File: config.mk
export PLATFORM = sky130hd
export DESIGN_NAME = exc_entry_seq
export DESIGN_NICKNAME = d
export VERILOG_FILES = /design/src/rtl/exc_pkg.sv /design/src/rtl/exc_arbiter.sv /design/src/rtl/exc_link_calc.sv /design/src/rtl/exc_psr_build.sv /design/src/rtl/exc_entry_seq.sv
export SDC_FILE = /design/constraint.sdc
export NUM_CORES = 1
export LEC_CHECK = 0
export BUFFER_PORTS_ARGS = -buffer_cell sky130_fd_sc_hd__buf_2
export CAP_MARGIN = 20
export CORE_MARGIN = 10
export CORE_UTILIZATION = 33
export CTS_BUF_LIST = sky130_fd_sc_hd__clkbuf_8
export DETAILED_ROUTE_END_ITERATION = 10
export GPL_TIMING_DRIVEN = 0
export SYNTH_ARGS = -nofsm -noshare
export SYNTH_HDL_FRONTEND = slang
export SYNTH_SLANG_ARGS = --single-unit
File: constraint.sdc
create_clock -name clk -period 4.4 [get_ports clk]
set_clock_uncertainty 0.1 [all_clocks]
set_input_delay 0.22 -clock clk [delete_from_list [all_inputs] [get_ports clk]]
set_output_delay 0.22 -clock clk [all_outputs]
set_load 0.005 [all_outputs]
File: src/rtl/exc_pkg.sv
// Package: shared encodings for the exception entry sequencer.
// Assumes a status word whose low byte holds mode[4:0], T(5), F(6), I(7).
package exc_pkg;

    localparam int NUM_EXC = 7;
    localparam int PSR_T   = 5;
    localparam int PSR_F   = 6;
    localparam int PSR_I   = 7;
    localparam int MODE_W  = 5;

    // Kind codes double as priority index: lower value wins.
    typedef enum logic [2:0] {
        EXC_RST  = 3'd0,
        EXC_DABT = 3'd1,
        EXC_FIQ  = 3'd2,
        EXC_IRQ  = 3'd3,
        EXC_PABT = 3'd4,
        EXC_UND  = 3'd5,
        EXC_SWI  = 3'd6,
        EXC_NONE = 3'd7
    } exc_kind_e;

    localparam logic [MODE_W-1:0] MODE_FIQ = 5'b10001;
    localparam logic [MODE_W-1:0] MODE_IRQ = 5'b10010;
    localparam logic [MODE_W-1:0] MODE_SVC = 5'b10011;
    localparam logic [MODE_W-1:0] MODE_ABT = 5'b10111;
    localparam logic [MODE_W-1:0] MODE_UND = 5'b11011;

    // Mode entered for each exception kind.
    function automatic logic [MODE_W-1:0] mode_of(exc_kind_e k);
        case (k)
            EXC_FIQ:            mode_of = MODE_FIQ;
            EXC_IRQ:            mode_of = MODE_IRQ;
            EXC_DABT, EXC_PABT: mode_of = MODE_ABT;
            EXC_UND:            mode_of = MODE_UND;
            default:            mode_of = MODE_SVC;
        endcase
    endfunction

    // Byte offset of each kind's slot in the vector table.
    function automatic logic [7:0] vec_off(exc_kind_e k);
        case (k)
            EXC_RST:  vec_off = 8'h00;
            EXC_UND:  vec_off = 8'h04;
            EXC_SWI:  vec_off = 8'h08;
            EXC_PABT: vec_off = 8'h0C;
            EXC_DABT: vec_off = 8'h10;
            EXC_IRQ:  vec_off = 8'h18;
            EXC_FIQ:  vec_off = 8'h1C;
            default:  vec_off = 8'h00;
        endcase
    endfunction

    // Amount added to the presented address to form the return address.
    function automatic logic [3:0] ret_off(exc_kind_e k);
        ret_off = (k == EXC_DABT) ? 4'd8 : 4'd4;
    endfunction

    // Kinds that also raise the fast-interrupt mask.
    function automatic logic sets_fmask(exc_kind_e k);
        sets_fmask = (k == EXC_FIQ) || (k == EXC_RST);
    endfunction

endpackage

File: src/rtl/exc_arbiter.sv
// Module: exc_arbiter
// Masks the two interrupt requests with the status I/F bits, then grants the
// surviving request with the lowest index (index = priority = kind code).
// Assumes req_raw is ordered as the kind codes in exc_pkg. Purely combinational;
// clk/rst_n are used only by the assertions.
module exc_arbiter
    import exc_pkg::*;
#(
    parameter int N = NUM_EXC
) (
    input  logic         clk,
    input  logic         rst_n,
    input  logic [N-1:0] req_raw,
    input  logic         mask_irq,
    input  logic         mask_fiq,
    output logic         valid,
    output logic [N-1:0] grant,
    output exc_kind_e    kind
);

    logic [N-1:0] eligible;

    // Per-line qualification: only the IRQ and FIQ lines carry a mask.
    generate
        for (genvar g = 0; g < N; g++) begin : g_qual
            if (g == int'(EXC_IRQ)) begin : g_irq
                assign eligible[g] = req_raw[g] & ~mask_irq;
            end else if (g == int'(EXC_FIQ)) begin : g_fiq
                assign eligible[g] = req_raw[g] & ~mask_fiq;
            end else begin : g_plain
                assign eligible[g] = req_raw[g];
            end
        end
    endgenerate

    // Fixed-priority pick: scan high index to low so the lowest set index wins.
    always_comb begin
        grant = '0;
        kind  = EXC_NONE;
        valid = 1'b0;
        for (int i = N - 1; i >= 0; i--) begin
            if (eligible[i]) begin
                grant    = '0;
                grant[i] = 1'b1;
                kind     = exc_kind_e'(3'(i));
                valid    = 1'b1;
            end
        end
    end


    grant_onehot_chk: assert property (@(posedge clk) disable iff (!rst_n)
        $onehot0(grant));


    irq_mask_chk: assert property (@(posedge clk) disable iff (!rst_n)
        mask_irq |-> !grant[int'(EXC_IRQ)]);


    fiq_mask_chk: assert property (@(posedge clk) disable iff (!rst_n)
        mask_fiq |-> !grant[int'(EXC_FIQ)]);


    rst_wins_chk: assert property (@(posedge clk) disable iff (!rst_n)
        req_raw[int'(EXC_RST)] |-> (kind == EXC_RST));

endmodule

File: src/rtl/exc_link_calc.sv
// Module: exc_link_calc
// Forms the return address for the winning kind from the presented address.
// Assumes cur_pc is the faulting instruction (synchronous kinds) or the next
// unexecuted instruction (interrupts). Wraps modulo 2^ADDR_W.
module exc_link_calc
    import exc_pkg::*;
#(
    parameter int ADDR_W = 32
) (
    input  exc_kind_e           kind,
    input  logic [ADDR_W-1:0]   pc_in,
    output logic [ADDR_W-1:0]   link
);

    // Return address: +8 for data abort, +4 for all other kinds.
    always_comb begin
        link = pc_in + ADDR_W'(ret_off(kind));
    end

endmodule

File: src/rtl/exc_psr_build.sv
// Module: exc_psr_build
// Builds the status word in force after entry: new mode, T cleared, I set,
// F set only for FIQ and reset. Assumes PSR_W >= 8.
module exc_psr_build
    import exc_pkg::*;
#(
    parameter int PSR_W = 32
) (
    input  exc_kind_e          kind,
    input  logic [PSR_W-1:0]   psr_in,
    output logic [PSR_W-1:0]   psr_out
);

    // Rewrite the control byte, leaving the upper status bits intact.
    always_comb begin
        psr_out                  = psr_in;
        psr_out[MODE_W-1:0]      = mode_of(kind);
        psr_out[PSR_T]           = 1'b0;
        psr_out[PSR_I]           = 1'b1;
        if (sets_fmask(kind)) begin
            psr_out[PSR_F] = 1'b1;
        end
    end

endmodule

File: src/rtl/exc_entry_seq.sv
// Module: exc_entry_seq (top)
// Picks one exception per cycle and commits all of its register-file writes
// together one clock later, with a one-cycle done pulse. Assumes the register
// file accepts the link, saved-status, status and PC writes in the same cycle.
module exc_entry_seq
    import exc_pkg::*;
#(
    parameter int               ADDR_W   = 32,
    parameter int               PSR_W    = 32,
    parameter logic [31:0]      VEC_BASE = 32'h0000_0000
) (
    input  logic                clk,
    input  logic                rst_n,
    input  logic                req_rst,
    input  logic                req_dabt,
    input  logic                req_fiq,
    input  logic                req_irq,
    input  logic                req_pabt,
    input  logic                req_und,
    input  logic                req_swi,
    input  logic [ADDR_W-1:0]   cur_pc,
    input  logic [PSR_W-1:0]    cur_psr,
    output logic                lr_we,
    output logic [MODE_W-1:0]   lr_mode,
    output logic [ADDR_W-1:0]   lr_data,
    output logic                spsr_we,
    output logic [MODE_W-1:0]   spsr_mode,
    output logic [PSR_W-1:0]    spsr_data,
    output logic                cpsr_we,
    output logic [PSR_W-1:0]    cpsr_data,
    output logic                pc_we,
    output logic [ADDR_W-1:0]   pc_data,
    output logic                entry_done,
    output logic [2:0]          entry_kind
);

    localparam logic [ADDR_W-1:0] VBASE = ADDR_W'(VEC_BASE);

    logic [NUM_EXC-1:0] req_vec;
    logic               arb_valid;
    logic [NUM_EXC-1:0] arb_grant;
    exc_kind_e          arb_kind;
    logic [ADDR_W-1:0]  nxt_link;
    logic [PSR_W-1:0]   nxt_cpsr;
    logic [MODE_W-1:0]  nxt_mode;
    logic [ADDR_W-1:0]  nxt_vec;
    logic               nxt_saves;

    // Gather request lines in priority order (index = kind code).
    always_comb begin
        req_vec                 = '0;
        req_vec[int'(EXC_RST)]  = req_rst;
        req_vec[int'(EXC_DABT)] = req_dabt;
        req_vec[int'(EXC_FIQ)]  = req_fiq;
        req_vec[int'(EXC_IRQ)]  = req_irq;
        req_vec[int'(EXC_PABT)] = req_pabt;
        req_vec[int'(EXC_UND)]  = req_und;
        req_vec[int'(EXC_SWI)]  = req_swi;
    end

    exc_arbiter #(.N(NUM_EXC)) u_arb (
        .clk      (clk),
        .rst_n    (rst_n),
        .req_raw  (req_vec),
        .mask_irq (cur_psr[PSR_I]),
        .mask_fiq (cur_psr[PSR_F]),
        .valid    (arb_valid),
        .grant    (arb_grant),
        .kind     (arb_kind)
    );

    exc_link_calc #(.ADDR_W(ADDR_W)) u_link (
        .kind  (arb_kind),
        .pc_in (cur_pc),
        .link  (nxt_link)
    );

    exc_psr_build #(.PSR_W(PSR_W)) u_psr (
        .kind    (arb_kind),
        .psr_in  (cur_psr),
        .psr_out (nxt_cpsr)
    );

    // Mode, vector and save decision for the winning kind.
    always_comb begin
        nxt_mode  = mode_of(arb_kind);
        nxt_vec   = VBASE + ADDR_W'(vec_off(arb_kind));
        nxt_saves = arb_valid && (arb_kind != EXC_RST);
    end

    // Commit stage: all writes of one entry leave together; idle outputs are zero.
    always_ff @(posedge clk) begin
        if (!rst_n) begin
            lr_we      <= 1'b0;
            lr_mode    <= '0;
            lr_data    <= '0;
            spsr_we    <= 1'b0;
            spsr_mode  <= '0;
            spsr_data  <= '0;
            cpsr_we    <= 1'b0;
            cpsr_data  <= '0;
            pc_we      <= 1'b0;
            pc_data    <= '0;
            entry_done <= 1'b0;
            entry_kind <= EXC_NONE;
        end else begin
            lr_we      <= nxt_saves;
            lr_mode    <= nxt_saves ? nxt_mode : '0;
            lr_data    <= nxt_saves ? nxt_link : '0;
            spsr_we    <= nxt_saves;
            spsr_mode  <= nxt_saves ? nxt_mode : '0;
            spsr_data  <= nxt_saves ? cur_psr : '0;
            cpsr_we    <= arb_valid;
            cpsr_data  <= arb_valid ? nxt_cpsr : '0;
            pc_we      <= arb_valid;
            pc_data    <= arb_valid ? nxt_vec : '0;
            entry_done <= arb_valid;
            entry_kind <= arb_valid ? arb_kind : EXC_NONE;
        end
    end


    entry_commit_chk: assert property (@(posedge clk) disable iff (!rst_n)
        arb_valid |=> (entry_done && cpsr_we && pc_we));


    idle_quiet_chk: assert property (@(posedge clk) disable iff (!rst_n)
        !arb_valid |=> (!entry_done && !cpsr_we && !pc_we && !lr_we));


    spsr_copy_chk: assert property (@(posedge clk) disable iff (!rst_n)
        arb_valid && (arb_kind != EXC_RST) |=> (spsr_we && spsr_data == $past(cur_psr)));


    imask_set_chk: assert property (@(posedge clk) disable iff (!rst_n)
        cpsr_we |-> (cpsr_data[PSR_I] && !cpsr_data[PSR_T]));


    mode_match_chk: assert property (@(posedge clk) disable iff (!rst_n)
        lr_we |-> (lr_mode == cpsr_data[MODE_W-1:0] && spsr_mode == lr_mode));


    rst_no_save_chk: assert property (@(posedge clk) disable iff (!rst_n)
        (entry_done && entry_kind == 3'(EXC_RST)) |-> (!lr_we && !spsr_we));

endmodule

==> qor.yml <==
fmaxAchievable_mhz: 401
grt_overflow: 0
min_to: "lr_data[29]$_SDFF_PN0_"
antenna_found_initial: 0
final_cell_mix: "188 x buf_2, 107 x dfxtp_1, 62 x and2_1"
cts_tree: "built"
cts-resized-gates: 0
synth-xor-area-share_pct: 2.47
n_antenna_cell: 0
ios: 219
grt_start_max_net_pins: 19
drive_gt1_share_pct: 37.7
yosysTopAreaCell: "dfxtp_1"
cts_made_buffers: 9
power_w: 0.00189
hold_viol_final: 0
yosysSeqAreaShare_pct: 55.0
netlist_area_mm2: 0.00390
die_w_um: 129
clk_pin_slew_worst_paths_ps: 100
cpMaxStageDelayCell: "o41ai_4"
maxSlewViolCount: 0
clock-sinks: 107
arrival_ps: 2660
first_pass_iters: 4
slew_headroom_pct: 57.9
crit_path_frequent_cell: "clkbuf_1"
area_growth_pct: 45.5
final_common_cell: "buf_2"
switchingPower_w: 0.000475
critPathMaxFanout: 10
grt_pass1_vias: 3724
p_per_area_mw_per_mm2: 333
vdd_drop_max_mv: 0.220
clkPwrFrac_pct: 32.3
vias: 3546
async_reset_ff_share_pct: 0
yosysUniqueCellTypes: 36
leakagePower_nw: 2.79
yosys-top-cells-area: "dfxtp_1 55%, and2_1 10%, buf_4 7.5%"
p_seq_share_pct: 54.3
rows: 39
ys_warn_count: 0
wl_um: 12200
swShare_pct: 25.1
synthDominantCellAreaShare_pct: 55.0
status: "finished clean"
post_drt_wl_per_cell_um: 15.3
hold_path_class: "input pin to flop"
synth_mux_area_share_pct: 0
die_y_um: 129
die_area_mm2: 0.0166
grt_pass1_wl_um: 18900
cts_root_buffer: "clkbuf_8"
power_frac_comb_pct: 13.4
p_int_w: 0.00141
cts-hold-fix-buffers: 36
path_class: "input pin to flop"
final_antenna_net_count: 0
globalplace.congestion: 0.819
drc: 0
dpl.hpwl_um: 9630
grt_setup_unrepaired: "no"
crit_chain: "dlygate4sd3_1 > buf_2 > nand2b_1 > clkbuf_1 > nand3_1 > o41ai_4 > inv_2 > clkbuf_1 > and2_1"
core_area_mm2: 0.0115
final_nets: 727
synth_top_family_by_area: "simple AND/OR/NAND/NOR gates"
period_share_pct: 56.7
portBuffers: 185
synthSimpleGateAreaFrac_pct: 23.3
synth_ff_type: "dfxtp_1"
finalCriticalPeriod_ps: 2490
cts_setup_buffers: 0
drt-initial-drc-count: 87
synth_seq_cells: 107
synthAdderAreaFrac_pct: 1.16
start_util_pct: 34.0
drv_cap: 0
synth-compound-area-share_pct: 7.64
postSynthCellCount: 390
synth_edf_count: 0
clock_path_buffers: 2
tns_ps: 0
grt_usage_pct: 14.0
setup_viol: 0
tightest_slew_ps: 630
cp.required_ps: 4570
syn_area_per_cell_um2: 9.99
htreeDepth: 3
max_stage_delay_ps: 560
start_kind: "input pin"
endpoint_kind: "flop"
vias_per_cell: 4.44
hold_start: "cur_pc[29]"
hold_depth: 3
[cells in the mapped netlist, types with 3 or more instances]
master,number
nand4_1,15
o21ai_0,10
nor2_1,20
nor3_1,5
nand2b_1,4
and2_1,62
or4_1,11
nand3_1,8
inv_1,7
a21oi_1,21
and4_1,3
buf_4,39
nand2_1,11
clkbuf_1,14
xor2_1,5
buf_2,3
xnor2_1,6
dfxtp_1,107
o31ai_1,10
nor4_1,3
or3_1,6
[worst max path at each step]
stage	slack [ps]	start	to	depth (start not counted)
5_1_grt	1640	cur_psr[6]	cpsr_data[14]$_SDFF_PN0_	9
6_report	1910	cur_psr[6]	cpsr_data[18]$_SDFF_PN0_	9
3_5_place_dp	1540	req_rst	lr_data[30]$_SDFF_PN0_	9
2_1_floorplan	2000	req_rst	lr_data[28]$_SDFF_PN0_	9
4_1_cts	1890	cur_psr[6]	cpsr_data[18]$_SDFF_PN0_	9
3_3_place_gp	1580	req_rst	lr_data[30]$_SDFF_PN0_	9
[sequential cells by signal, summed over array words and instances, names as in the netlist]
signal	cells
lr_data	32
pc_data	3
cpsr_data	30
spsr_we	1
entry_done	1
entry_kind	3
spsr_data	32
spsr_mode	5
[cells by family (layout without fill, tap and decap cells)]
logic type / count (synthesis) / after routing
XOR/XNOR: 11 / 11
other: 1 / 30
flip-flops: 107 / 107
AND/OR/NAND/NOR: 156 / 156
buffers and inverters: 65 / 301
AO/OA/AOI/OAI: 47 / 47
adder cells (fa/ha/maj): 3 / 3
[metrics by stage]
stage	utilization [%]	hold slack [ps]	cells	setup slack, ps	area (um^2)
after detailed placement	44.6	322	747	1540	5110
after floorplan	-	182	419	2000	4010
final	49.4	29.0	798	1910	5670
after global routing	49.4	20.8	798	1640	5670
after CTS	49.4	2.90	798	1890	5670
after global placement	44.6	321	747	1580	5110
[layer usage]
metal  wire length, um  vias to the layer above  share of wire, %  track usage, %
li1                  -                     1773                 -               -
met1              5070                     1590                41            15.4
met2              5570                      173                46            23.0
met3              1460                       10                12            7.47
met4               126                        0               1.0            4.32
met5                 0                        -                 0               0
[area by class of cell]
class,instances,area (um^2)
inverters,8,30.0
multi-input cells,247,1460
repair buffers,221,1290
clock buffers,9,124
well taps,143,179
flip-flops and latches,107,2140
fillers,1061,5800
plain buffers,57,372
clock inverters,6,73.8
[power groups by stage]
stage / combinational (W) / clock [W] / sequential [W]
floorplan: 0.0000996 / 0 / 0.00106
global placement: 0.000225 / 0 / 0.00105
detailed placement: 0.000229 / 0 / 0.00105
CTS: 0.000255 / 0.000637 / 0.00103
global route: 0.000283 / 0.000670 / 0.00103
finish: 0.000253 / 0.000609 / 0.00103
[worst max-delay path, delay by kind of cell]
| kind | cells | cell delay [ps] |
|---|---|---|
| AND/OR/NAND/NOR | 3 | 520 |
| AO/OA/AOI/OAI | 1 | 560 |
| buffers and inverters | 5 | 1360 |
No activity file was read; power rests on OpenSTA's default activity.
